**config.mk**
```make
export PLATFORM = sky130hd
export DESIGN_NAME = irq_state_bank
export DESIGN_NICKNAME = d
export VERILOG_FILES = /design/src/rtl/irq_state_bank_pkg.sv /design/src/rtl/irq_access_mask.sv /design/src/rtl/irq_perm_store.sv /design/src/rtl/irq_state_word.sv /design/src/rtl/irq_state_bank.sv
export SDC_FILE = /design/constraint.sdc
export NUM_CORES = 1
export LEC_CHECK = 0
export BUFFER_PORTS_ARGS = -buffer_cell sky130_fd_sc_hd__buf_4
export CELL_PAD_IN_SITES_DETAIL_PLACEMENT = 1
export CELL_PAD_IN_SITES_GLOBAL_PLACEMENT = 2
export CORE_AREA = 2 2 248 348
export CTS_BUF_LIST = sky130_fd_sc_hd__clkbuf_4
export DETAILED_ROUTE_END_ITERATION = 7
export DIE_AREA = 0 0 250 350
export PLACE_DENSITY_LB_ADDON = 0.1
export SYNTH_ARGS = -nofsm -noshare
export SYNTH_HDL_FRONTEND = slang
export SYNTH_SLANG_ARGS = --single-unit
```
**constraint.sdc**
```tcl
create_clock -name clk -period 2.8 [get_ports clk]
set_clock_uncertainty 0.1 [all_clocks]
set_input_delay 0.28 -clock clk [delete_from_list [all_inputs] [get_ports clk]]
set_output_delay 0.28 -clock clk [all_outputs]
set_load 0.03 [all_outputs]
```
**src/rtl/irq_state_bank_pkg.sv**
```systemverilog
package irq_state_bank_pkg;

  localparam int unsigned WORD_W = 32;
  localparam int unsigned WADDR_W = 8;

  typedef enum logic [2:0] {
    RG_SET_EN   = 3'd0,
    RG_CLR_EN   = 3'd1,
    RG_SET_PEND = 3'd2,
    RG_CLR_PEND = 3'd3,
    RG_SET_ACT  = 3'd4,
    RG_CLR_ACT  = 3'd5,
    RG_PERM_LO  = 3'd6,
    RG_PERM_HI  = 3'd7
  } region_e;

  typedef enum logic [1:0] {
    NEED_NONE = 2'd0,
    NEED_GE1  = 2'd1,
    NEED_GE2  = 2'd2
  } perm_need_e;

  // Grant vector from a pair of permission words covering 32 interrupts.
  function automatic logic [WORD_W-1:0] perm_grant(input logic [2*WORD_W-1:0] pair,
                                                   input perm_need_e need);
    logic [WORD_W-1:0] g;
    g = '0;
    for (int i = 0; i < WORD_W; i++) begin
      unique case (need)
        NEED_GE1: g[i] = |pair[2*i +: 2];
        NEED_GE2: g[i] = pair[2*i + 1];
        default:  g[i] = 1'b0;
      endcase
    end
    return g;
  endfunction

  function automatic logic [WORD_W-1:0] access_mask(input logic secure,
                                                    input logic sec_dis,
                                                    input logic [WORD_W-1:0] group,
                                                    input logic [2*WORD_W-1:0] pair,
                                                    input perm_need_e need);
    if (secure || sec_dis) return '1;
    return group | perm_grant(pair, need);
  endfunction

  function automatic perm_need_e need_for_read(input region_e rg);
    unique case (rg)
      RG_SET_PEND:            return NEED_GE1;
      RG_CLR_PEND,
      RG_SET_ACT, RG_CLR_ACT: return NEED_GE2;
      default:                return NEED_NONE;
    endcase
  endfunction

  function automatic perm_need_e need_for_write(input region_e rg);
    unique case (rg)
      RG_SET_PEND: return NEED_GE1;
      RG_CLR_PEND: return NEED_GE2;
      default:     return NEED_NONE;
    endcase
  endfunction

endpackage

```
**src/rtl/irq_access_mask.sv**
```systemverilog
module irq_access_mask
  import irq_state_bank_pkg::*;
(
  input  logic                secure,
  input  logic                sec_dis,
  input  logic [WORD_W-1:0]   group,
  input  logic [2*WORD_W-1:0] perm_pair,
  input  perm_need_e          need,
  output logic [WORD_W-1:0]   mask
);
  assign mask = access_mask(secure, sec_dis, group, perm_pair, need);
endmodule

```
**src/rtl/irq_perm_store.sv**
```systemverilog
module irq_perm_store
  import irq_state_bank_pkg::*;
#(
  parameter int unsigned NUM_IRQ = 96,
  localparam int unsigned NWORDS = NUM_IRQ / 16
) (
  input  logic                       clk,
  input  logic                       rst_n,
  input  logic                       wr_en,
  input  logic                       rd_sel,
  input  logic                       secure,
  input  logic                       sec_dis,
  input  logic [5:0]                 idx,
  input  logic [WORD_W-1:0]          wdata,
  output logic [WORD_W-1:0]          rd_word,
  output logic [NWORDS*WORD_W-1:0]   flat_o
);
  logic [WORD_W-1:0] mem_q [NWORDS];
  logic              allowed;
  logic              idx_ok;
  logic              do_write;

  assign allowed  = secure && !sec_dis;
  assign idx_ok   = (idx >= 6'd2) && (32'(idx) < NWORDS);
  assign do_write = wr_en && allowed && idx_ok;

  for (genvar n = 0; n < NWORDS; n++) begin : g_word
    always_ff @(posedge clk or negedge rst_n) begin
      if (!rst_n)                                  mem_q[n] <= '0;
      else if (do_write && (idx == 6'(n)))         mem_q[n] <= wdata;
    end
    assign flat_o[n*WORD_W +: WORD_W] = mem_q[n];
  end

  always_comb begin
    rd_word = '0;
    for (int n = 0; n < NWORDS; n++)
      if (rd_sel && allowed && idx_ok && (idx == 6'(n))) rd_word = mem_q[n];
  end


  perm_locked_chk: assert property (@(posedge clk) disable iff (!rst_n)
    (wr_en && !allowed) |=> $stable(flat_o));

endmodule

```
**src/rtl/irq_state_word.sv**
```systemverilog
module irq_state_word
  import irq_state_bank_pkg::*;
(
  input  logic              clk,
  input  logic              rst_n,
  input  logic [WORD_W-1:0] level,
  input  logic [WORD_W-1:0] edge_cfg,
  input  logic [WORD_W-1:0] en_set,
  input  logic [WORD_W-1:0] en_clr,
  input  logic [WORD_W-1:0] pd_set,
  input  logic [WORD_W-1:0] pd_clr,
  input  logic [WORD_W-1:0] ac_set,
  input  logic [WORD_W-1:0] ac_clr,
  output logic [WORD_W-1:0] en_q,
  output logic [WORD_W-1:0] pd_q,
  output logic [WORD_W-1:0] ac_q,
  output logic [WORD_W-1:0] pd_eff
);
  logic [WORD_W-1:0] lvl_q;
  logic [WORD_W-1:0] rise;

  assign rise   = level & ~lvl_q & edge_cfg;
  assign pd_eff = pd_q | (level & ~edge_cfg);

  always_ff @(posedge clk or negedge rst_n) begin
    if (!rst_n) begin
      lvl_q <= '0;
      en_q  <= '0;
      pd_q  <= '0;
      ac_q  <= '0;
    end else begin
      lvl_q <= level;
      en_q  <= (en_q & ~en_clr) | en_set;
      pd_q  <= (pd_q & ~pd_clr) | pd_set | rise;
      ac_q  <= (ac_q & ~ac_clr) | ac_set;
    end
  end


  en_set_chk: assert property (@(posedge clk) disable iff (!rst_n)
    (|en_set) |=> ((en_q & $past(en_set)) == $past(en_set)));

  en_clr_chk: assert property (@(posedge clk) disable iff (!rst_n)
    (|en_clr) |=> ((en_q & $past(en_clr)) == '0));

  pd_clr_chk: assert property (@(posedge clk) disable iff (!rst_n)
    (|(pd_clr & ~rise & ~pd_set)) |=> ((pd_q & $past(pd_clr & ~rise & ~pd_set)) == '0));

  rise_sets_chk: assert property (@(posedge clk) disable iff (!rst_n)
    (|rise) |=> ((pd_q & $past(rise)) == $past(rise)));

  ac_set_chk: assert property (@(posedge clk) disable iff (!rst_n)
    (|ac_set) |=> ((ac_q & $past(ac_set)) == $past(ac_set)));

endmodule

```
**src/rtl/irq_state_bank.sv**
```systemverilog
module irq_state_bank
  import irq_state_bank_pkg::*;
#(
  parameter int unsigned NUM_IRQ = 96
) (
  input  logic                 clk,
  input  logic                 rst_n,
  input  logic                 sec_disable,
  input  logic [NUM_IRQ-1:0]   irq_level,
  input  logic [NUM_IRQ-1:0]   irq_edge,
  input  logic [NUM_IRQ-1:0]   irq_group,
  input  logic                 bus_wr,
  input  logic                 bus_rd,
  input  logic                 bus_secure,
  input  logic [7:0]           bus_word_addr,
  input  logic [31:0]          bus_wdata,
  output logic [31:0]          bus_rdata,
  output logic                 bus_rvalid,
  output logic [NUM_IRQ-1:0]   enable_o,
  output logic [NUM_IRQ-1:0]   pend_o,
  output logic [NUM_IRQ-1:0]   active_o
);
  localparam int unsigned NWORDS  = NUM_IRQ / WORD_W;
  localparam int unsigned PWORDS  = NUM_IRQ / 16;

  region_e           region;
  logic [4:0]        widx;
  logic              word_ok;
  logic              perm_region;
  logic [WORD_W-1:0] group_sel;
  logic [2*WORD_W-1:0] pair_sel;
  logic [WORD_W-1:0] rmask, wmask, wbits;
  logic [WORD_W-1:0] perm_rd;
  logic [PWORDS*WORD_W-1:0] perm_flat;
  logic [WORD_W-1:0] en_w [NWORDS];
  logic [WORD_W-1:0] pd_w [NWORDS];
  logic [WORD_W-1:0] pe_w [NWORDS];
  logic [WORD_W-1:0] ac_w [NWORDS];
  logic [WORD_W-1:0] en_sel, pe_sel, ac_sel;
  logic [WORD_W-1:0] rd_next;

  assign region      = region_e'(bus_word_addr[7:5]);
  assign widx        = bus_word_addr[4:0];
  assign perm_region = (region == RG_PERM_LO) || (region == RG_PERM_HI);
  assign word_ok     = !perm_region && (widx != 5'd0) && (32'(widx) < NWORDS);

  // Group bits and permission pair for the addressed word.
  always_comb begin
    group_sel = '0;
    pair_sel  = '0;
    en_sel    = '0;
    pe_sel    = '0;
    ac_sel    = '0;
    for (int k = 0; k < NWORDS; k++) begin
      if (widx == 5'(k)) begin
        group_sel = irq_group[k*WORD_W +: WORD_W];
        pair_sel  = perm_flat[k*2*WORD_W +: 2*WORD_W];
        en_sel    = en_w[k];
        pe_sel    = pe_w[k];
        ac_sel    = ac_w[k];
      end
    end
  end

  irq_access_mask u_rmask (
    .secure    (bus_secure),
    .sec_dis   (sec_disable),
    .group     (group_sel),
    .perm_pair (pair_sel),
    .need      (need_for_read(region)),
    .mask      (rmask)
  );

  irq_access_mask u_wmask (
    .secure    (bus_secure),
    .sec_dis   (sec_disable),
    .group     (group_sel),
    .perm_pair (pair_sel),
    .need      (need_for_write(region)),
    .mask      (wmask)
  );

  assign wbits = bus_wdata & wmask;

  irq_perm_store #(.NUM_IRQ(NUM_IRQ)) u_perm (
    .clk     (clk),
    .rst_n   (rst_n),
    .wr_en   (bus_wr && perm_region),
    .rd_sel  (perm_region),
    .secure  (bus_secure),
    .sec_dis (sec_disable),
    .idx     (bus_word_addr[5:0]),
    .wdata   (bus_wdata),
    .rd_word (perm_rd),
    .flat_o  (perm_flat)
  );

  for (genvar w = 0; w < NWORDS; w++) begin : g_word
    localparam logic [WORD_W-1:0] LIVE = (w == 0) ? '0 : '1;
    logic hit;
    logic [WORD_W-1:0] ens, enc, pds, pdc, acs, acc;

    assign hit = bus_wr && word_ok && (widx == 5'(w));
    assign ens = (hit && region == RG_SET_EN)   ? wbits : '0;
    assign enc = (hit && region == RG_CLR_EN)   ? wbits : '0;
    assign pds = (hit && region == RG_SET_PEND) ? wbits : '0;
    assign pdc = (hit && region == RG_CLR_PEND) ? wbits : '0;
    assign acs = (hit && region == RG_SET_ACT)  ? wbits : '0;
    assign acc = (hit && region == RG_CLR_ACT)  ? wbits : '0;

    irq_state_word u_word (
      .clk      (clk),
      .rst_n    (rst_n),
      .level    (irq_level[w*WORD_W +: WORD_W] & LIVE),
      .edge_cfg (irq_edge[w*WORD_W +: WORD_W] & LIVE),
      .en_set   (ens),
      .en_clr   (enc),
      .pd_set   (pds),
      .pd_clr   (pdc),
      .ac_set   (acs),
      .ac_clr   (acc),
      .en_q     (en_w[w]),
      .pd_q     (pd_w[w]),
      .ac_q     (ac_w[w]),
      .pd_eff   (pe_w[w])
    );

    assign enable_o[w*WORD_W +: WORD_W] = en_w[w];
    assign pend_o[w*WORD_W +: WORD_W]   = pe_w[w];
    assign active_o[w*WORD_W +: WORD_W] = ac_w[w];
  end

  always_comb begin
    rd_next = '0;
    unique case (region)
      RG_SET_EN, RG_CLR_EN:     rd_next = word_ok ? (en_sel & rmask) : '0;
      RG_SET_PEND, RG_CLR_PEND: rd_next = word_ok ? (pe_sel & rmask) : '0;
      RG_SET_ACT, RG_CLR_ACT:   rd_next = word_ok ? (ac_sel & rmask) : '0;
      default:                  rd_next = perm_rd;
    endcase
  end

  always_ff @(posedge clk or negedge rst_n) begin
    if (!rst_n) begin
      bus_rvalid <= 1'b0;
      bus_rdata  <= '0;
    end else begin
      bus_rvalid <= bus_rd;
      if (bus_rd) bus_rdata <= rd_next;
    end
  end


  rd_valid_chk: assert property (@(posedge clk) disable iff (!rst_n)
    bus_rd |=> bus_rvalid);

  rd_quiet_chk: assert property (@(posedge clk) disable iff (!rst_n)
    !bus_rd |=> !bus_rvalid);

  internal_quiet_chk: assert property (@(posedge clk) disable iff (!rst_n)
    (bus_wr && !word_ok && !perm_region) |=> ($stable(enable_o) && $stable(active_o)));

endmodule

```
## After elaboration in Yosys (flattened, before gate mapping)

Cells that the tools add are included.

| word-level totals | value |
|---|---|
| register bits after elaboration | 577 |
| input bits | 334 |
| output and inout bits | 321 |
| logic and storage cells | 351 |

| cells by class | value |
|---|---|
| order comparisons | 3 |
| equality and inequality tests | 18 |
| muxes and demuxes | 177 |
| bitwise operators | 47 |
| reductions and logical operators | 87 |

Operator list:

| kind | count |
|---|---|
| $mux W32 | 42 |
| $and A32 B32 Y32 | 19 |
| $or A32 B32 Y32 | 15 |
| $not A32 Y32 | 13 |
| $mux W64 | 3 |
| $pmux W1 S2 | 64 |
| $pmux W32 S3 | 1 |
| $reduce_or A2 Y1 | 35 |
| $mux W1 | 65 |
| $logic_and A1 B1 Y1 | 43 |
| $eq A3 B3 Y1 const B | 4 |
| $eq A6 B2 Y1 const B | 2 |
| $eq A6 B3 Y1 const B | 2 |
| $pmux W2 S2 | 2 |
| $eq A3 B2 Y1 const B | 2 |
| $eq A6 B1 Y1 const B | 1 |
| $ge A6 B2 Y1 const B | 1 |
| $logic_not A6 Y1 | 1 |
| $lt A6 B3 Y1 const B | 1 |
| $eq A5 B1 Y1 const B | 1 |
| $eq A5 B2 Y1 const B | 1 |
| $logic_not A5 Y1 | 1 |
| $lt A5 B2 Y1 const B | 1 |
| $reduce_bool A5 Y1 | 1 |
| other kinds (7) | 11 |

## Logic depth before layout (Yosys ltp)

| logic depth | value |
|---|---|
| depth after elaboration | 15 |
| mapped depth | 11 |

## Cells and area by module

From an unflattened synthesis, not the netlist that was laid out.

| second synthesis, totals | value |
|---|---|
| cell total of the unflattened synthesis | 3471 |
| area, all modules | 31740.4 um^2 |

Modules (own cells, without submodules):

| module | times used | cells each | area each (um^2) |
|---|---|---|---|
| irq_state_word | 3 | 448 | 5044.8 |
| irq_perm_store | 1 | 565 | 7741.2 |
| irq_state_bank | 1 | 1334 | 7581.0 |
| irq_access_mask | 2 | 114 | 641.9 |

## Least setup slack after synthesis

No wires, ideal clock.

| timing | value |
|---|---|
| kind | input -> register |
| start point | input bus_word_addr[5] |
| end point | register g_word[1].u_word.pd_q[20] |
| arrival time | 2.939 ns |
| path slack | -0.363 ns |
| cell stages on the path | 11 |
| path through | clkbuf_1 > or3b_2 > inv_1 > ha_1 > and2_1 > clkbuf_1 > buf_2 > a22oi_2 > o21ai_2 > nand3_1 > a211o_1 |

| between the ends | value |
|---|---|
| word-level cells in the longest chain between the ends | 13 |
| elaborated cells between the ends (all ways) | 26 |
| those cells by class | eq/ne (6); mux (6); bitwise (6); reduce/logical (8) |

Ends and longest elaborated chain:

| element | line | RTL |
|---|---|---|
| from (decl) | irq_state_bank.sv:15 | `input logic [7:0] bus_word_addr,` |
| $eq A3 B2 Y1, or another cell as far along | irq_state_bank_pkg.sv:57, irq_state_bank.sv:107 |  |
| $pmux W2 S2 or $logic_or A1 B1 Y1 (tied branches) | irq_state_bank_pkg.sv:57, irq_state_bank.sv:44 |  |
| $eq A2 B2 Y1, or another cell as far along | irq_state_bank_pkg.sv:29 | `unique case (need)` |
| $pmux W1 S2 or $logic_and A1 B1 Y1 (tied branches) | irq_state_bank_pkg.sv:29, irq_state_bank.sv:45 |  |
| $mux W1 or $logic_and A1 B1 Y1 (tied branches) | irq_state_bank_pkg.sv:44, irq_state_bank.sv:45 |  |
| $or A32 B32 Y32 or $logic_and A1 B1 Y1 (tied branches) | irq_state_bank_pkg.sv:44, irq_state_bank.sv:103 |  |
| $mux W32 or $logic_and A1 B1 Y1 (tied branches) | irq_state_bank_pkg.sv:44, irq_state_bank.sv:103 |  |
| $and A32 B32 Y32 or $logic_and A1 B1 Y1 (tied branches) | irq_state_bank.sv:83, irq_state_bank.sv:107 |  |
| $mux W32 | irq_state_bank.sv:107 | `assign pdc = (hit && region == RG_CLR_PEND) ? wbits : '0;` |
| $not A32 Y32 | irq_state_word.sv:34 | `pd_q <= (pd_q & ~pd_clr) \| pd_set \| rise;` |
| $and A32 B32 Y32 | irq_state_word.sv:34 |  |
| $or A32 B32 Y32 (*) (2 in a row) | irq_state_word.sv:34 |  |
| to (signal assigned) | irq_state_word.sv:34 |  |
| to (decl) | irq_state_word.sv:15 | `output logic [WORD_W-1:0] pd_q,` |

Mark *: on every way between the ends. The rest lies on a longest branch, timed or not. The select of a mux whose other input is x is not followed.
A chain may end at the register's enable or synchronous reset.

## Final worst setup path

| timing | value |
|---|---|
| start point | input bus_word_addr[3] |
| end point | register g_word[1].u_word.pd_q[12] |

| between the ends | value |
|---|---|
| word-level cells in the longest chain between the ends | 15 |
| elaborated cells between the ends (all ways) | 29 |
| those cells by class | order compare (1); eq/ne (2); mux (11); bitwise (6); reduce/logical (9) |

Ends and longest elaborated chain:

| element | line | RTL |
|---|---|---|
| $logic_not A5 Y1 | irq_state_bank.sv:55 | `if (widx == 5'(k)) begin` |
| $mux W64 (3 in a row) | irq_state_bank.sv:55 |  |
| $reduce_or A2 Y1 | irq_state_bank_pkg.sv:30 | `NEED_GE1: g[i] = \|pair[2*i +: 2];` |
| $pmux W1 S2 | irq_state_bank_pkg.sv:29 |  |
| $mux W1 | irq_state_bank_pkg.sv:44 | `return group \| perm_grant(pair, need);` |
| $or A32 B32 Y32 | irq_state_bank_pkg.sv:44 |  |
| $mux W32 | irq_state_bank_pkg.sv:44 |  |
| $and A32 B32 Y32 | irq_state_bank.sv:83 | `assign wbits = bus_wdata & wmask;` |
| $mux W32 | irq_state_bank.sv:107 |  |
| $not A32 Y32 | irq_state_word.sv:34 |  |
| $and A32 B32 Y32 | irq_state_word.sv:34 |  |
| $or A32 B32 Y32 (*) (2 in a row) | irq_state_word.sv:34 |  |

Marked as above.

==> summary.txt <==
Run status
  • Outcome: finished with violations
  • Failing checks: negative setup slack

Clock tree
  • Clk buf depth: 3
  • Number of buffers created by CTS: 157
  • CTS clk-pin slew, worst paths: 70 ps
  • H-tree Lvls: 4
  • TritonCTS clock tree: done
  • Root cell of the clock tree: clkbuf_4
  • CTS sink cnt: 577
  • Worst-skew pair later-pin latency: around 1100 ps

Die
  • Die W: 250 um
  • Top-Level Pins: 655
  • Die height: 350 um
  • Row count: 126
  • Die ar.: 87500 um2
  • Core Area: between 80000 and 90000 um2
  • Initial Utilization: 0.3483

Cells and area
  • Fillers: about 9100
  • Area Growth Syn to Fin: 50.07%
  • Final net count: 4341
  • Core Util, Final: 0.5228
  • Post-route cell area: 44010 um2
  • Finished Layout Cells: 5219
  • Fraction of layout cells with a size suffix above 1: 0.3252

Drt
  • Detail Route met3 WL: 10220 um
  • Pre-Repair DR Iteration Count: 5
  • Vias per cell: 5.597
  • 1st-iter DRT viols: 2156
  • WL/cell: ~29 um
  • Detail Route Antenna Nets: 0
  • Routed wl met2: 72850 um
  • WL met1: around 63000 um
  • Vias: 29210
  • Detailed-route wire length: 152700 um
  • Top sig layer: met5
  • Post-route DRC: 0

Placement
  • Final HPWL DP: between 100000 and 150000 um
  • Number of port buffers: 590
  • Routability cong.: 0.8805
  • Placed cells: 4400
  • DP Area: between 30000 and 40000 um2

GRT
  • Gr ovfl total: 0
  • GR Util All Layers: 0.3459
  • Vias in the first global route: 32120
  • Largest net degree at the start of global routing: 81
  • First-pass GRT wire length: 221600 um
  • Initial antenna violation count: 14

Synth
  • Post-Syn Nets: 3212
  • Async S/R FF share, synth: 1.000
  • Register bit total from synthesis: 577
  • Synth Instances: 2873
  • Mapped cell area: between 20000 and 30000 um2
  • Seq/Total Area, Yosys: 0.4924
  • Top FF cell, synth: dfrtp_1
  • Distinct cells, synth: 63
  • Mean Syn Cell Area: 10.21 um2
  • Total number of yosys warnings: 0
  • Post-synth EDFFs: 0

Timing
  • Setup violators final: 1
  • Final setup margin: -7.760 ps
  • Highest clock rate: 356.2 MHz
  • Max-slew headroom: 0.3978
  • Final Hold Violating Endpoints: 0
  • RSZ-0062 raised after global routing: false
  • Final min period: 2808 ps
  • Pins Over Slew Limit: 0
  • Worst slew pin tran: 897.8 ps
  • Period utilisation layout: 1.003

Setup path
  • CP Data Required Time: 3630 ps
  • Slowest-stage cell, CP: dlygate4sd3_1
  • Worst setup path class: primary input to flop
  • CP Cell Sequence: buf_4 > dlygate4sd3_1 > buf_4 > nor4_4 > buf_6 > buf_4 > a32o_1 > a22oi_2 > o21ai_2 > buf_12 > nand3_1 > a211o_1 > dlygate4sd3_1
  • CP endpoint kind: flop
  • Worst path arrival time: approximately 3600 ps
  • Startpoint types: primary input
  • Most frequent CP cell: buf_4
  • Max incr delay on CP: 590 ps
  • Max FO, Critical Path: 13

Pwr
  • Peak VDD IR: 362.0 uV
  • Pleak: 0.02109 uW
  • Pwr/cell area: roughly 450 nW/um2

Worst hold path
  • Type of the worst min-delay path: primary input to flop

Flow run
  • Max-cap viol count: 0
==> per-stage QoR <==
stage / worst slack (ps) / hold slack (ps) / power [uW] / setup TNS [ps]
3_5_place_dp: -173.0 / 172.5 / 11120 / -1902
5_1_grt: 43.46 / -3.856 / 20540 / 0
6_report: -7.760 / 12.50 / 19780 / -7.760
3_3_place_gp: -121.9 / 169.8 / 11070 / -701.0
2_1_floorplan: 8.969 / -115.6 / 9637 / 0
4_1_cts: 21.95 / 0.6424 / 19900 / 0
==> worst max-delay path, delay by kind of cell <==
family | cells | cell delay [ps]
buf+inv | 7 | 2060
compound gates | 4 | 900
simple gates | 2 | 360
==> power by group <==
part / switching (uW) / leakage (uW) / internal [uW] / total (uW)
sequential: 137 / 0.00697 / 8490 / 8630
clock: 3990 / 0.00122 / 4180 / 8170
combinational: 1640 / 0.0129 / 1350 / 2980
==> worst paths after layout <==
kind | end | cells after the start | slack [ps] | start
max in group asynchronous | g_word[1].u_word.en_q[4] | 5 | 1580 | rst_n
worst max register to register | g_word[1].u_word.pd_q[5] | 8 | 170 | u_perm.flat_o[11]
worst min register to register | u_perm.flat_o[25] | 0 | 270 | u_perm.flat_o[25]
worst min-delay path | bus_rdata[23] | 7 | 10 | irq_group[23]
worst max-delay path | g_word[1].u_word.pd_q[12] | 13 | -8 | bus_word_addr[3]
min in group asynchronous | u_perm.flat_o[106] | 4 | 360 | rst_n
==> flip-flops by register name (all words and copies together) (netlist names) <==
name                 count
g_word.u_word.en_q      96
bus_rdata               32
g_word.u_word.ac_q      96
g_word.u_word.pd_q      96
g_word.u_word.lvl_q     64
u_perm.flat_o          192
bus_rvalid               1
==> layer usage <==
layer	up-vias	global-route usage
met3	309	0.07394
met2	1206	0.5727
met1	15140	0.4403
met4	6	0.1396
li1	12550	-
met5	-	0
==> area by class of cell <==
type                       count  area [um2]  area share
antenna                       11       27.53   0.0006255
clock buffer                 219        1644     0.03736
clock inverter                58       399.1    0.009069
inverter                     197       739.5     0.01680
multi-input combinational   1725       12800      0.2910
sequential                   577       14440      0.3281
tap                         1088        1361     0.03093
timing repair buffer        1344       12590      0.2862
==> cells in the final DEF (no fill, tap or decap), drive strengths merged, types with 146 or more instances in the layout <==
cell type / synthesis / routed
nand3: 220 / 220
inv: 197 / 203
dfrtp: 577 / 577
nand2: 146 / 146
dlygate4sd3: 0 / 516
buf: 78 / 825
clkbuf: 296 / 220
nor2: 156 / 156
mux2i: 218 / 218
mux2: 159 / 159
==> kinds of logic (layout without fill, tap and decap cells) <==
kind of cell               after synthesis  in the layout  share of synthesized area
and+or+nand+nor                        698            698                     0.1164
muxes                                  377            377                     0.1355
buffers and inverters                  571           1818                    0.07667
DFF                                    577            577                     0.4924
adders and majority gates                5              5                   0.002133
other                                    0             11                          0
AOI/OAI and AO/OA                      645            645                     0.1770
==> synthesized netlist by cell type (5+ instances only) <==
| cell type | count | area share |
|---|---|---|
| a211o_1 | 58 | 0.017 |
| a211oi_1 | 13 | 0.0033 |
| a21bo_2 | 7 | 0.0024 |
| a21o_1 | 65 | 0.017 |
| a21oi_1 | 54 | 0.0092 |
| a221o_1 | 17 | 0.0058 |
| a221oi_1 | 21 | 0.0063 |
| a22o_1 | 39 | 0.012 |
| a22oi_1 | 31 | 0.0079 |
| a22oi_2 | 29 | 0.012 |
| a31oi_1 | 34 | 0.0073 |
| a32o_1 | 68 | 0.023 |
| and3_1 | 65 | 0.014 |
| buf_1 | 20 | 0.0026 |
| buf_2 | 51 | 0.0087 |
| clkbuf_1 | 296 | 0.038 |
| dfrtp_1 | 577 | 0.49 |
| ha_1 | 5 | 0.0021 |
| inv_1 | 197 | 0.025 |
| mux2_1 | 27 | 0.010 |
| mux2_2 | 132 | 0.051 |
| mux2i_1 | 218 | 0.074 |
| nand2_1 | 146 | 0.019 |
| nand3_1 | 220 | 0.038 |
| nand3b_1 | 5 | 0.0013 |
| nor2_1 | 156 | 0.020 |
| nor2b_1 | 22 | 0.0047 |
| nor3_1 | 7 | 0.0012 |
| o211ai_1 | 29 | 0.0074 |
| o21ai_0 | 50 | 0.0085 |
| o21ai_2 | 29 | 0.0087 |
| o22ai_1 | 7 | 0.0015 |
| o2bb2ai_1 | 55 | 0.016 |
| o31ai_1 | 15 | 0.0038 |
| o32ai_1 | 8 | 0.0024 |
| or2_2 | 31 | 0.0066 |
| or3_1 | 25 | 0.0053 |
==> what timing repair did <==
item / in CTS / in global routing
endpoints found under the hold margin: 994 / 0
setup buffers: 0 / 8
resized for setup: 0 / 7
hold buffers: 526 / 0
setup endpoints to repair: 0 / 25
No activity file was read; power rests on OpenSTA's default activity.
